==> src/rtl/wpack_pkg.sv <==
package wpack_pkg;

    typedef enum logic [2:0] {
        RX_IDLE,
        RX_START,
        RX_DATA,
        RX_STOP,
        RX_HOLD
    } rx_state_t;

    typedef enum logic {
        STL_DISARMED,
        STL_WATCH
    } stale_state_t;

    typedef enum logic [2:0] {
        CMD_NOP         = 3'd0,
        CMD_CLR_STALE   = 3'd1,
        CMD_EN_STALE    = 3'd2,
        CMD_FORCE_STALE = 3'd3,
        CMD_CLR_ERR     = 3'd4,
        CMD_CLR_BREAK   = 3'd5
    } cmd_t;

    localparam logic [2:0] ADR_DATA  = 3'd0;
    localparam logic [2:0] ADR_WMARK = 3'd1;
    localparam logic [2:0] ADR_STALE = 3'd2;
    localparam logic [2:0] ADR_XLEN  = 3'd3;
    localparam logic [2:0] ADR_SNAP  = 3'd4;
    localparam logic [2:0] ADR_STAT  = 3'd5;

endpackage

==> src/rtl/wpack_deser.sv <==
module wpack_deser
    import wpack_pkg::*;
#(
    parameter int OVS = 4,
    parameter int CW  = 8
) (
    input  logic          clk,
    input  logic          rst_n,
    input  logic          rxd,
    input  logic          tick,
    output logic          chr_valid,
    output logic [CW-1:0] chr_data,
    output logic          brk_start,
    output logic          line_idle
);
    localparam int OW = (OVS > 2) ? $clog2(OVS) : 1;
    localparam int BW = $clog2(CW);

    logic          rx_m, rx_s;
    rx_state_t     st_q, st_d;
    logic [OW-1:0] cnt_q, cnt_d;
    logic [BW-1:0] bit_q, bit_d;
    logic [CW-1:0] shf_q, shf_d;

    // two-flop synchronizer on the asynchronous line
    always_ff @(posedge clk or negedge rst_n) begin
        if (!rst_n) begin
            rx_m <= 1'b1;
            rx_s <= 1'b1;
        end else begin
            rx_m <= rxd;
            rx_s <= rx_m;
        end
    end

    // state register
    always_ff @(posedge clk or negedge rst_n) begin
        if (!rst_n) begin
            st_q  <= RX_IDLE;
            cnt_q <= '0;
            bit_q <= '0;
            shf_q <= '0;
        end else begin
            st_q  <= st_d;
            cnt_q <= cnt_d;
            bit_q <= bit_d;
            shf_q <= shf_d;
        end
    end

    // next state and output pulses
    always_comb begin
        st_d      = st_q;
        cnt_d     = cnt_q;
        bit_d     = bit_q;
        shf_d     = shf_q;
        chr_valid = 1'b0;
        brk_start = 1'b0;
        unique case (st_q)
            RX_IDLE: begin
                if (tick && !rx_s) begin
                    st_d  = RX_START;
                    cnt_d = '0;
                end
            end
            RX_START: begin
                if (tick) begin
                    if (cnt_q == OW'(OVS/2 - 1)) begin
                        cnt_d = '0;
                        bit_d = '0;
                        st_d  = rx_s ? RX_IDLE : RX_DATA;
                    end else begin
                        cnt_d = cnt_q + 1'b1;
                    end
                end
            end
            RX_DATA: begin
                if (tick) begin
                    if (cnt_q == OW'(OVS - 1)) begin
                        cnt_d = '0;
                        shf_d = {rx_s, shf_q[CW-1:1]};
                        if (bit_q == BW'(CW - 1)) begin
                            st_d = RX_STOP;
                        end else begin
                            bit_d = bit_q + 1'b1;
                        end
                    end else begin
                        cnt_d = cnt_q + 1'b1;
                    end
                end
            end
            RX_STOP: begin
                if (tick) begin
                    if (cnt_q == OW'(OVS - 1)) begin
                        cnt_d     = '0;
                        chr_valid = 1'b1;
                        if (rx_s) begin
                            st_d = RX_IDLE;
                        end else begin
                            st_d      = RX_HOLD;
                            brk_start = (shf_q == '0);
                        end
                    end else begin
                        cnt_d = cnt_q + 1'b1;
                    end
                end
            end
            RX_HOLD: begin
                if (rx_s) begin
                    st_d = RX_IDLE;
                end
            end
            default: st_d = RX_IDLE;
        endcase
    end

    assign chr_data  = shf_q;
    assign line_idle = (st_q == RX_IDLE) && rx_s;

    AST_STOP_FOLLOWS_DATA: assert property (@(posedge clk) disable iff (!rst_n)
        (st_q == RX_STOP) |-> ($past(st_q) == RX_STOP || $past(st_q) == RX_DATA));

    AST_HOLD_AFTER_LOW_STOP: assert property (@(posedge clk) disable iff (!rst_n)
        brk_start |=> (st_q == RX_HOLD || st_q == RX_IDLE));

endmodule

==> src/rtl/wpack_stale.sv <==
module wpack_stale
    import wpack_pkg::*;
#(
    parameter int OVS = 4,
    parameter int FW  = 5
) (
    input  logic          clk,
    input  logic          rst_n,
    input  logic          tick,
    input  logic          line_idle,
    input  logic          chr_valid,
    input  logic [FW-1:0] idle_lim,
    input  logic          arm_cmd,
    input  logic          force_cmd,
    output logic          stale_evt
);
    localparam int CHT = 10 * OVS;
    localparam int TW  = $clog2(CHT);

    stale_state_t  st_q, st_d;
    logic [TW-1:0] tcnt_q;
    logic [FW-1:0] icnt_q;
    logic          act_q;
    logic          timeout;

    // idle timer in character-times, saturating
    always_ff @(posedge clk or negedge rst_n) begin
        if (!rst_n) begin
            tcnt_q <= '0;
            icnt_q <= '0;
        end else if (!line_idle || chr_valid) begin
            tcnt_q <= '0;
            icnt_q <= '0;
        end else if (tick) begin
            if (tcnt_q == TW'(CHT - 1)) begin
                tcnt_q <= '0;
                if (icnt_q != '1) begin
                    icnt_q <= icnt_q + 1'b1;
                end
            end else begin
                tcnt_q <= tcnt_q + 1'b1;
            end
        end
    end

    // characters seen since the previous stale event
    always_ff @(posedge clk or negedge rst_n) begin
        if (!rst_n) begin
            act_q <= 1'b0;
        end else if (stale_evt) begin
            act_q <= 1'b0;
        end else if (chr_valid) begin
            act_q <= 1'b1;
        end
    end

    // state register
    always_ff @(posedge clk or negedge rst_n) begin
        if (!rst_n) begin
            st_q <= STL_DISARMED;
        end else begin
            st_q <= st_d;
        end
    end

    always_comb begin
        st_d = st_q;
        unique case (st_q)
            STL_DISARMED: if (arm_cmd)   st_d = STL_WATCH;
            STL_WATCH:    if (stale_evt) st_d = STL_DISARMED;
            default:      st_d = STL_DISARMED;
        endcase
    end

    // outputs
    always_comb begin
        timeout   = (st_q == STL_WATCH) && act_q && (idle_lim != '0) && (icnt_q >= idle_lim);
        stale_evt = timeout || force_cmd;
    end

    AST_STALE_DISARMS: assert property (@(posedge clk) disable iff (!rst_n)
        timeout |=> (st_q == STL_DISARMED));

    AST_STALE_ONESHOT: assert property (@(posedge clk) disable iff (!rst_n)
        timeout |=> !timeout);

endmodule

==> src/rtl/wpack_packer.sv <==
module wpack_packer #(
    parameter int CW    = 8,
    parameter int LANES = 4
) (
    input  logic                           clk,
    input  logic                           rst_n,
    input  logic                           chr_valid,
    input  logic [CW-1:0]                  chr_data,
    input  logic                           flush,
    output logic                           push,
    output logic [CW*LANES-1:0]            word_out,
    output logic [$clog2(LANES+1)-1:0]     pend_cnt
);
    localparam int WW = CW * LANES;
    localparam int LW = $clog2(LANES + 1);

    logic [WW-1:0] word_q, m_word;
    logic [LW-1:0] cnt_q, m_cnt;

    always_comb begin
        m_word = word_q;
        m_cnt  = cnt_q;
        if (chr_valid) begin
            m_word[int'(cnt_q)*CW +: CW] = chr_data;
            m_cnt = cnt_q + 1'b1;
        end
        push     = (m_cnt == LW'(LANES)) || (flush && (m_cnt != '0));
        word_out = m_word;
    end

    always_ff @(posedge clk or negedge rst_n) begin
        if (!rst_n) begin
            word_q <= '0;
            cnt_q  <= '0;
        end else if (push) begin
            word_q <= '0;
            cnt_q  <= '0;
        end else begin
            word_q <= m_word;
            cnt_q  <= m_cnt;
        end
    end

    assign pend_cnt = cnt_q;

    AST_PACK_ADVANCES: assert property (@(posedge clk) disable iff (!rst_n)
        (chr_valid && !flush && cnt_q != LW'(LANES - 1)) |=> (cnt_q == $past(cnt_q) + 1'b1));

    AST_PACK_BELOW_FULL: assert property (@(posedge clk) disable iff (!rst_n)
        cnt_q < LW'(LANES));

endmodule

==> src/rtl/wpack_fifo.sv <==
module wpack_fifo #(
    parameter int WW    = 32,
    parameter int DEPTH = 8
) (
    input  logic                         clk,
    input  logic                         rst_n,
    input  logic                         push,
    input  logic [WW-1:0]                wdata,
    input  logic                         pop,
    output logic [WW-1:0]                rdata,
    output logic [$clog2(DEPTH+1)-1:0]   count,
    output logic                         drop
);
    localparam int AW   = $clog2(DEPTH);
    localparam int CNTW = $clog2(DEPTH + 1);

    logic [WW-1:0]   mem [DEPTH];
    logic [AW-1:0]   wp_q, rp_q;
    logic [CNTW-1:0] cnt_q;
    logic            do_push, do_pop;

    assign do_pop  = pop && (cnt_q != '0);
    assign do_push = push && ((cnt_q != CNTW'(DEPTH)) || do_pop);
    assign drop    = push && !do_push;

    always_ff @(posedge clk) begin
        if (do_push) begin
            mem[wp_q] <= wdata;
        end
    end

    always_ff @(posedge clk or negedge rst_n) begin
        if (!rst_n) begin
            wp_q  <= '0;
            rp_q  <= '0;
            cnt_q <= '0;
        end else begin
            if (do_push) begin
                wp_q <= (wp_q == AW'(DEPTH - 1)) ? '0 : wp_q + 1'b1;
            end
            if (do_pop) begin
                rp_q <= (rp_q == AW'(DEPTH - 1)) ? '0 : rp_q + 1'b1;
            end
            cnt_q <= cnt_q + CNTW'(do_push) - CNTW'(do_pop);
        end
    end

    assign rdata = (cnt_q != '0) ? mem[rp_q] : '0;
    assign count = cnt_q;

    AST_NO_OVERFLOW: assert property (@(posedge clk) disable iff (!rst_n)
        cnt_q <= CNTW'(DEPTH));

    AST_DROP_KEEPS_COUNT: assert property (@(posedge clk) disable iff (!rst_n)
        drop |=> (cnt_q == $past(cnt_q)));

    AST_EMPTY_READ_HOLDS: assert property (@(posedge clk) disable iff (!rst_n)
        (pop && cnt_q == '0 && !push) |=> (cnt_q == '0));

endmodule

==> src/rtl/uart_wpack_rx.sv <==
module uart_wpack_rx
    import wpack_pkg::*;
#(
    parameter int OVS   = 4,
    parameter int DEPTH = 8,
    parameter int CNT_W = 24
) (
    input  logic        clk,
    input  logic        rst_n,
    input  logic        rxd,
    input  logic        baud_tick,
    input  logic        reg_wr,
    input  logic        reg_rd,
    input  logic [2:0]  reg_addr,
    input  logic [31:0] reg_wdata,
    output logic [31:0] reg_rdata,
    input  logic        cmd_valid,
    input  logic [2:0]  cmd_code,
    output logic        irq_level,
    output logic        irq_stale,
    output logic        irq_break
);
    localparam int CW    = 8;
    localparam int LANES = 4;
    localparam int WW    = CW * LANES;
    localparam int FW    = 5;
    localparam int CNTW  = $clog2(DEPTH + 1);
    localparam int LW    = $clog2(LANES + 1);

    logic            chr_valid, brk_start, line_idle;
    logic [CW-1:0]   chr_data;
    logic            stale_evt, push, drop, pop;
    logic [WW-1:0]   pack_word, fifo_rdata;
    logic [LW-1:0]   pend;
    logic [CNTW-1:0] fifo_cnt;

    logic [CNTW-1:0]  wmark_q;
    logic [FW-1:0]    stale_lim_q;
    logic [31:0]      xlen_q;
    logic [CNT_W-1:0] total_q, total_next, snap_q;
    logic             ovr_q, stl_q, brk_q;
    logic             arm_wr;
    logic             c_clr_stale, c_en_stale, c_force, c_clr_err, c_clr_brk;
    logic [31:0]      stat;

    assign c_clr_stale = cmd_valid && (cmd_code == CMD_CLR_STALE);
    assign c_en_stale  = cmd_valid && (cmd_code == CMD_EN_STALE);
    assign c_force     = cmd_valid && (cmd_code == CMD_FORCE_STALE);
    assign c_clr_err   = cmd_valid && (cmd_code == CMD_CLR_ERR);
    assign c_clr_brk   = cmd_valid && (cmd_code == CMD_CLR_BREAK);
    assign arm_wr      = reg_wr && (reg_addr == ADR_XLEN);
    assign pop         = reg_rd && (reg_addr == ADR_DATA);

    wpack_deser #(.OVS(OVS), .CW(CW)) i_deser (
        .clk       (clk),
        .rst_n     (rst_n),
        .rxd       (rxd),
        .tick      (baud_tick),
        .chr_valid (chr_valid),
        .chr_data  (chr_data),
        .brk_start (brk_start),
        .line_idle (line_idle)
    );

    wpack_stale #(.OVS(OVS), .FW(FW)) i_stale (
        .clk       (clk),
        .rst_n     (rst_n),
        .tick      (baud_tick),
        .line_idle (line_idle),
        .chr_valid (chr_valid),
        .idle_lim  (stale_lim_q),
        .arm_cmd   (c_en_stale),
        .force_cmd (c_force),
        .stale_evt (stale_evt)
    );

    wpack_packer #(.CW(CW), .LANES(LANES)) i_packer (
        .clk       (clk),
        .rst_n     (rst_n),
        .chr_valid (chr_valid),
        .chr_data  (chr_data),
        .flush     (stale_evt),
        .push      (push),
        .word_out  (pack_word),
        .pend_cnt  (pend)
    );

    wpack_fifo #(.WW(WW), .DEPTH(DEPTH)) i_fifo (
        .clk   (clk),
        .rst_n (rst_n),
        .push  (push),
        .wdata (pack_word),
        .pop   (pop),
        .rdata (fifo_rdata),
        .count (fifo_cnt),
        .drop  (drop)
    );

    // configuration registers
    always_ff @(posedge clk or negedge rst_n) begin
        if (!rst_n) begin
            wmark_q     <= CNTW'(DEPTH * 3 / 4);
            stale_lim_q <= '0;
            xlen_q      <= '0;
        end else if (reg_wr) begin
            case (reg_addr)
                ADR_WMARK: wmark_q     <= reg_wdata[CNTW-1:0];
                ADR_STALE: stale_lim_q <= reg_wdata[FW-1:0];
                ADR_XLEN:  xlen_q      <= reg_wdata;
                default:   ;
            endcase
        end
    end

    // running count and snapshot
    assign total_next = (arm_wr ? '0 : total_q) + {{(CNT_W-1){1'b0}}, chr_valid};

    always_ff @(posedge clk or negedge rst_n) begin
        if (!rst_n) begin
            total_q <= '0;
            snap_q  <= '0;
        end else begin
            total_q <= total_next;
            if (stale_evt) begin
                snap_q <= total_next;
            end
        end
    end

    // event flags, set wins over clear
    always_ff @(posedge clk or negedge rst_n) begin
        if (!rst_n) begin
            ovr_q <= 1'b0;
            stl_q <= 1'b0;
            brk_q <= 1'b0;
        end else begin
            if (drop)             ovr_q <= 1'b1;
            else if (c_clr_err)   ovr_q <= 1'b0;
            if (stale_evt)        stl_q <= 1'b1;
            else if (c_clr_stale) stl_q <= 1'b0;
            if (brk_start)        brk_q <= 1'b1;
            else if (c_clr_brk)   brk_q <= 1'b0;
        end
    end

    always_comb begin
        stat             = '0;
        stat[CNTW-1:0]   = fifo_cnt;
        stat[8 +: LW]    = pend;
        stat[16]         = ovr_q;
        stat[17]         = stl_q;
        stat[18]         = brk_q;
    end

    always_comb begin
        case (reg_addr)
            ADR_DATA:  reg_rdata = fifo_rdata;
            ADR_WMARK: reg_rdata = {{(32-CNTW){1'b0}}, wmark_q};
            ADR_STALE: reg_rdata = {{(32-FW){1'b0}}, stale_lim_q};
            ADR_XLEN:  reg_rdata = xlen_q;
            ADR_SNAP:  reg_rdata = {{(32-CNT_W){1'b0}}, snap_q};
            ADR_STAT:  reg_rdata = stat;
            default:   reg_rdata = '0;
        endcase
    end

    assign irq_level = (fifo_cnt >= wmark_q);
    assign irq_stale = stl_q;
    assign irq_break = brk_q;

    AST_STALE_EMPTIES_PACKER: assert property (@(posedge clk) disable iff (!rst_n)
        stale_evt |=> (pend == '0));

    AST_ARM_CLEARS_COUNT: assert property (@(posedge clk) disable iff (!rst_n)
        (arm_wr && !chr_valid) |=> (total_q == '0));

    AST_STALE_SETS_IRQ: assert property (@(posedge clk) disable iff (!rst_n)
        stale_evt |=> irq_stale);

endmodule

==> config.mk <==
export PLATFORM = sky130hd
export DESIGN_NAME = uart_wpack_rx
export DESIGN_NICKNAME = d
export VERILOG_FILES = /design/src/rtl/wpack_pkg.sv /design/src/rtl/wpack_deser.sv /design/src/rtl/wpack_stale.sv /design/src/rtl/wpack_packer.sv /design/src/rtl/wpack_fifo.sv /design/src/rtl/uart_wpack_rx.sv
export SDC_FILE = /design/constraint.sdc
export NUM_CORES = 1
export LEC_CHECK = 0
export CAP_MARGIN = 0
export CORE_MARGIN = 2
export CORE_UTILIZATION = 55
export DETAILED_ROUTE_END_ITERATION = 10
export DONT_BUFFER_PORTS = 1
export GPL_ROUTABILITY_DRIVEN = 0
export PLACE_DENSITY = 0.7
export SLEW_MARGIN = 20
export SYNTH_ARGS = -nofsm -noshare
export SYNTH_HDL_FRONTEND = slang
export SYNTH_SLANG_ARGS = --single-unit
==> constraint.sdc <==
create_clock -name clk -period 4 [get_ports clk]
set_input_delay 0.8 -clock clk [delete_from_list [all_inputs] [get_ports clk]]
set_output_delay 0.8 -clock clk [all_outputs]
set_load 0.02 [all_outputs]
==> results.py, run 1 <==
metrics = {
    "timing": {
        "tightest_slew_ns": 1.15,
        "hold_viol_final": 36,
        "fin_crit_ns": 3.64,
        "rsz0062_at_grt": "no",
        "fin_setup_tns_ns": 0,
        "holdWs_ns": -0.0352,
        "clock_skew_ns": 0.0200,
        "max-slew-margin-rel": 0.225,
        "setup_viol": 0,
        "fmax_ghz": 0.275,
        "slew_violations": 0,
        "finalCritPeriodShare": 0.910,
    },
    "hold_path": {
        "holdCritPathClass": "input pin to asynchronous set/reset pin",
    },
    "cts": {
        "numCtsBuffers": 43,
        "cts.path.max_buffers": 3,
        "cts_tree": "yes",
        "cts.clk_slew.worst_paths_ns": 0.06,
        "cts_root_buf": "clkbuf_16",
        "numClockSinks": 424,
        "cts_resized": 0,
        "htree_levels": 2,
        "clock_latency_ns": 0.54,
    },
    "grt": {
        "grt_overflow_total": 0,
        "grt_max_degree": 169,
        "grt_pass1_wl_um": 59700,
        "track_usage": 0.234,
        "grt_pass1_vias": 10166,
        "antenna_found_initial": 0,
    },
    "floorplan": {
        "die_height_um": 185,
        "ios": 80,
        "placementRows": 66,
        "start_util": 0.556,
        "dieArea_um2": 34200,
        "core-area_um2": 32400,
        "dieWidth_um": 185,
    },
    "critical_path": {
        "critPathCaptureType": "output pin",
        "timing.critical_path.fanout_max": 20,
        "cp_data_required_time_ns": 3.20,
        "worstSetupStartpointType": "register",
        "cp.arrival_ns": 2.84,
        "criticalPathCategory": "register to output pin",
    },
    "power": {
        "power-per-cell-area_nw_per_um2": 552,
        "p_leak_nw": 7.73,
        "ir_drop_uv": 368,
    },
    "cells_and_area": {
        "diodes": 0,
        "fin_util": 0.625,
        "drive_above_1_share": 0.198,
        "area_delta_synth_final_pct": 12.4,
        "nFillCells": 2381,
        "final_net_count": 1377,
    },
    "yosys": {
        "synth_top_area_frac": 0.427,
        "synth.distinct_cells": 58,
        "synth_area_leaders": "edfxtp_1, dfrtp_1, mux4_2",
        "seq_area_frac_synth": 0.661,
        "synthArstFlopShare": 0.396,
        "synth_nets": 1329,
        "ys.flop_type": "edfxtp_1",
        "yosys.area.top_type": "edfxtp_1",
        "ys_ff_latch": 424,
        "synth_area_um2": 18000,
        "synthCells": 1248,
        "syn_area_per_cell_um2": 14.4,
        "yosysWarnings": 0,
        "synth_edf_count": 256,
    },
    "drt": {
        "wl_um": 39200,
        "drc_errors": 0,
        "dr.pass1.iters": 5,
        "viasPerCell": 5.87,
        "wl_per_cell_um": 22.1,
        "drtIter0Drc": 963,
        "ant_nets": 0,
        "vias": 10403,
    },
    "placed_design": {
        "portBuffers": 0,
        "hpwl_um": 25600,
    },
    "outcome": {
        "violations": "hold timing",
        "status": "finished, violations left",
    },
    "flow_run": {
        "maxCapViolCount": 0,
    },
}
==> timing repair <==
action	CTS	global route
setup endpoints to repair	0	0
endpoints found under the hold margin	164	164
setup buffers	0	0
==> synthesized netlist by cell type (6+ instances only) <==
| cell | count |
|---|---|
| nor3_1 | 9 |
| o221ai_1 | 6 |
| nand4_1 | 11 |
| mux2i_1 | 46 |
| nor2b_1 | 7 |
| mux4_2 | 64 |
| o21ai_0 | 70 |
| buf_1 | 10 |
| nor2_1 | 44 |
| a22oi_1 | 14 |
| buf_2 | 8 |
| mux2_2 | 45 |
| nand2_1 | 198 |
| xor2_1 | 17 |
| edfxtp_1 | 256 |
| inv_1 | 26 |
| dfrtp_1 | 164 |
| a21oi_1 | 30 |
| nand2b_1 | 8 |
| and2_1 | 28 |
| ha_1 | 35 |
| clkbuf_1 | 36 |
| xnor2_1 | 12 |
| nand3_1 | 26 |
==> critical path, stage by stage (launching register included) <==
cell and delay, ns:
dfrtp_4 0.69, buf_4 0.24, mux4_2 0.51, mux2i_1 0.45
o221ai_1 0.41
==> where the power goes <==
part	switching [W]	internal, W
clock network	0.00165	0.00223
registers	0.000375	0.00488
logic	0.00109	0.000969
total	0.00311	0.00807
==> flip-flops by register name, summed over array words and instances (netlist names), 3 cells and up <==
register	cells
i_deser.chr_data	8
i_packer.pend_cnt	3
i_deser.st_q	3
i_fifo.mem	256
wmark_q	4
i_stale.tcnt_q	6
i_deser.bit_q	3
i_packer.word_q	32
i_fifo.count	4
xlen_q	32
stale_lim_q	5
snap_q	24
i_stale.icnt_q	5
total_q	24
i_fifo.rp_q	3
i_fifo.wp_q	3
==> routing by layer <==
layer | GRT usage | up-vias | wire length (um) | part of all wire
met4 | 0.0600 | 0 | 673 | 0.017
met1 | 0.341 | 5296 | 16700 | 0.43
met3 | 0.0370 | 51 | 2960 | 0.075
li1 | - | 4707 | - | -
met2 | 0.373 | 349 | 18900 | 0.48
met5 | 0 | - | 0 | 0
==> stage by stage <==
stage                     power (W)  hold WS, ns  setup slack, ns  area [um^2]  instances
after floorplan             0.00670        0.345            0.583        18000       1248
after global placement      0.00735        0.346            0.958        18900       1693
after detailed placement    0.00739        0.347            0.917        18900       1693
after CTS                    0.0113      -0.0581            0.365        20200       1773
after global routing         0.0117      -0.0590            0.294        20200       1773
final                        0.0112      -0.0352            0.361        20200       1773
==> layout by cell type, fill, tap and decap left out, types with 5 or more instances in the layout <==
cell | netlist | layout
clkinv_1 | 0 | 9
nor3_1 | 9 | 9
nand3b_1 | 5 | 5
nand2_1 | 198 | 198
mux2_2 | 45 | 45
buf_4 | 3 | 57
clkbuf_1 | 36 | 6
inv_1 | 26 | 26
xor2_1 | 17 | 17
nor2b_1 | 7 | 7
nor2_1 | 44 | 43
ha_1 | 35 | 35
clkinv_2 | 0 | 5
edfxtp_1 | 256 | 256
xnor2_1 | 12 | 12
clkbuf_16 | 0 | 44
a21oi_1 | 30 | 30
and2_1 | 28 | 28
dfrtp_1 | 164 | 161
nand3_1 | 26 | 26
o21ai_0 | 70 | 65
nand4_1 | 11 | 11
o21ai_1 | 2 | 6
mux2i_1 | 46 | 46
o221ai_1 | 6 | 6
nand2b_1 | 8 | 8
a22oi_1 | 14 | 14
mux4_2 | 64 | 64
==> cells by family (layout without fill, tap and decap cells) <==
| logic type | after synthesis | count (layout) | synth area share |
|---|---|---|---|
| fa+ha+maj | 36 | 36 | 0.0254 |
| flops | 424 | 424 | 0.661 |
| simple gates | 373 | 373 | 0.0985 |
| compound gates | 144 | 144 | 0.0469 |
| buf+inv | 84 | 167 | 0.0188 |
| mux | 158 | 158 | 0.136 |
| xor+xnor | 29 | 29 | 0.0141 |
==> worst paths after layout <==
kind	slack [ns]	from	to	depth (start not counted)
setup reg to reg	0.86	i_packer.pend_cnt[1]	i_fifo.mem[3][17]	8
max in group asynchronous	3.75	rst_n	i_deser.rx_m	0
hold reg to reg	0.35	i_deser.rx_m	i_deser.rx_s	0
min in group clk	0.26	rxd	i_deser.rx_m	0
hold / removal	-0.04	rst_n	stale_lim_q[1]	0
setup / recovery	0.36	i_fifo.rp_q[0]	reg_rdata[18]	4
==> cell type report <==
cell class                 instances  area [um^2]  area share
inverter                          26         97.6     0.00482
multi-input combinational        740         5800       0.287
clock inverter                    26          199     0.00983
sequential                       424        11900       0.588
timing repair buffer              61          508      0.0251
clock buffer                      54         1180      0.0582
tap                              442          553      0.0273
(Power assumes the default switching activity.)
==> run 2, diff against run 1 <==
Settings changed: HOLD_SLACK_MARGIN set to 0.1.
==> results of run 2 <==
The final DEF is identical to that of run 1; final timing and power are the same.
==> run 3, diff against run 2 <==
Settings changed: CTS_BUF_LIST set to sky130_fd_sc_hd__clkbuf_16.
==> results.py, run 3 (synthesis gave the netlist of run 1 again) <==
metrics = {
    "cells_and_area": {
        "diodes": 0,
        "final_net_count": 1377,
        "layout_common_cells": "edfxtp_1, nand2_1, dfrtp_1, o21ai_0, mux4_2",
        "final_common_cell": "edfxtp_1",
        "reg_top3": "i_fifo.mem: 256 flops, i_packer.word_q: 32 flops, xlen_q: 32 flops",
        "regMostFlops": "i_fifo.mem",
        "fin_util": 0.624,
        "largest_reg_flops": 256,
        "area_delta_synth_final_pct": 12.2,
        "stdcell_area_um2": 20200,
        "drive_above_1_share": 0.195,
        "fin_cells": 1773,
    },
    "hold_path": {
        "holdCritPathClass": "input pin to asynchronous set/reset pin",
    },
    "grt": {
        "grt_max_degree": 169,
        "antenna_found_initial": 0,
        "grt_overflow_total": 0,
        "grt_pass1_vias": 10134,
        "grt_pass1_wl_um": 59500,
        "track_usage": 0.233,
    },
    "timing": {
        "slew_violations": 0,
        "finalCritPeriodShare": 0.904,
        "tightest_slew_ns": 1.15,
        "fin_setup_tns_ns": 0,
        "fin_crit_ns": 3.62,
        "rsz0062_at_grt": "no",
        "hold_viol_final": 116,
        "setup_viol": 0,
        "clock_skew_ns": 0.0210,
        "fmax_ghz": 0.276,
        "holdWs_ns": -0.0395,
        "max-slew-margin-rel": 0.228,
    },
    "floorplan": {
        "core-area_um2": 32400,
        "placementRows": 66,
        "dieWidth_um": 185,
        "die_height_um": 185,
        "dieArea_um2": 34200,
        "ios": 80,
        "start_util": 0.556,
    },
    "cts": {
        "cts.clk_slew.worst_paths_ns": 0.06,
        "clock_latency_ns": 0.54,
        "cts.path.max_buffers": 3,
        "numClockSinks": 424,
        "htree_levels": 2,
        "cts_setup_buffers": 0,
        "cts_tree": "yes",
        "numCtsBuffers": 43,
        "cts_root_buf": "clkbuf_16",
    },
    "drt": {
        "wl_met3_um": 2910,
        "ant_nets": 0,
        "wl_per_cell_um": 22.0,
        "vias": 10427,
        "met1_length_um": 16700,
        "drtIter0Drc": 950,
        "met2RoutedLength_um": 18700,
        "top_layer": "met4",
        "drc_errors": 0,
        "viasPerCell": 5.88,
        "wl_um": 39000,
        "dr.pass1.iters": 5,
    },
    "placed_design": {
        "place_area_um2": 18900,
        "hpwl_um": 25600,
        "portBuffers": 0,
        "dp_cells": 1693,
    },
    "power": {
        "power-per-cell-area_nw_per_um2": 548,
        "p_leak_nw": 7.74,
        "p_total_w": 0.0111,
        "ir_drop_uv": 368,
    },
    "critical_path": {
        "timing.critical_path.fanout_max": 20,
        "cp_data_required_time_ns": 3.20,
        "worstSetupStartpointType": "register",
        "endpoint": "reg_rdata[18]",
        "rr_startpoint": "i_packer.pend_cnt[1]",
        "rrSetupSlack_ns": 0.85,
        "cp.arrival_ns": 2.82,
        "r2r_cells": 8,
        "critPathCaptureType": "output pin",
        "critPathLaunch": "i_fifo.rp_q[0]",
        "criticalPathCategory": "register to output pin",
        "r2r-end": "i_fifo.mem[3][17]",
    },
    "outcome": {
        "status": "finished, violations left",
        "violations": "hold timing",
    },
    "flow_run": {
        "maxCapViolCount": 0,
    },
}
[run 3: worst min path at each step]
| stage | from | endpoint | slack (ns) |
|---|---|---|---|
| 5_1_grt | rst_n | xlen_q[3] | -0.06 |
| 3_5_place_dp | i_deser.rx_m | i_deser.rx_s | 0.35 |
| 3_3_place_gp | i_deser.rx_m | i_deser.rx_s | 0.35 |
| 4_1_cts | rst_n | i_packer.word_q[23] | -0.06 |
| 2_1_floorplan | i_deser.rx_m | i_deser.rx_s | 0.35 |
| 6_report | rst_n | stale_lim_q[1] | -0.04 |
[run 3: stage by stage]
step	hold slack, ns	worst slack, ns
2_1_floorplan	0.345	0.583
3_3_place_gp	0.346	0.958
3_5_place_dp	0.347	0.917
4_1_cts	-0.0581	0.367
5_1_grt	-0.0577	0.220
6_report	-0.0395	0.382
[run 3: final cells by class]
| cell class | instances | area [um^2] |
|---|---|---|
| timing repair buffer | 61 | 508 |
| inverter | 26 | 97.6 |
| clock inverter | 36 | 236 |
| multi-input combinational | 740 | 5800 |
| clock buffer | 44 | 1100 |
| fill | 2386 | 12200 |
| sequential | 424 | 11900 |
| tap | 442 | 553 |
[run 3: routing by layer]
metal  up-vias  track usage
met5         -            0
met4         0       0.0597
met3        61       0.0425
met2       343        0.372
met1      5316        0.337
li1       4707            -
[run 3: what timing repair did]
action | in CTS | in global routing
endpoints found under the setup margin | 0 | 0
endpoints found under the hold margin | 164 | 164
gates resized for setup | 0 | 0
[run 3: critical path: stages (launching register included)]
cell and delay [ns]:
dfrtp_4 0.68, buf_4 0.24, mux4_2 0.51, mux2i_1 0.45, o221ai_1 0.40
[run 3: power by group]
group / switching [W] / internal, W / leakage, nW / total, W
Sequential: 0.000372 / 0.00488 / 4.50 / 0.00525
Clock: 0.00164 / 0.00213 / 0.663 / 0.00377
Combinational: 0.00108 / 0.000969 / 2.57 / 0.00205
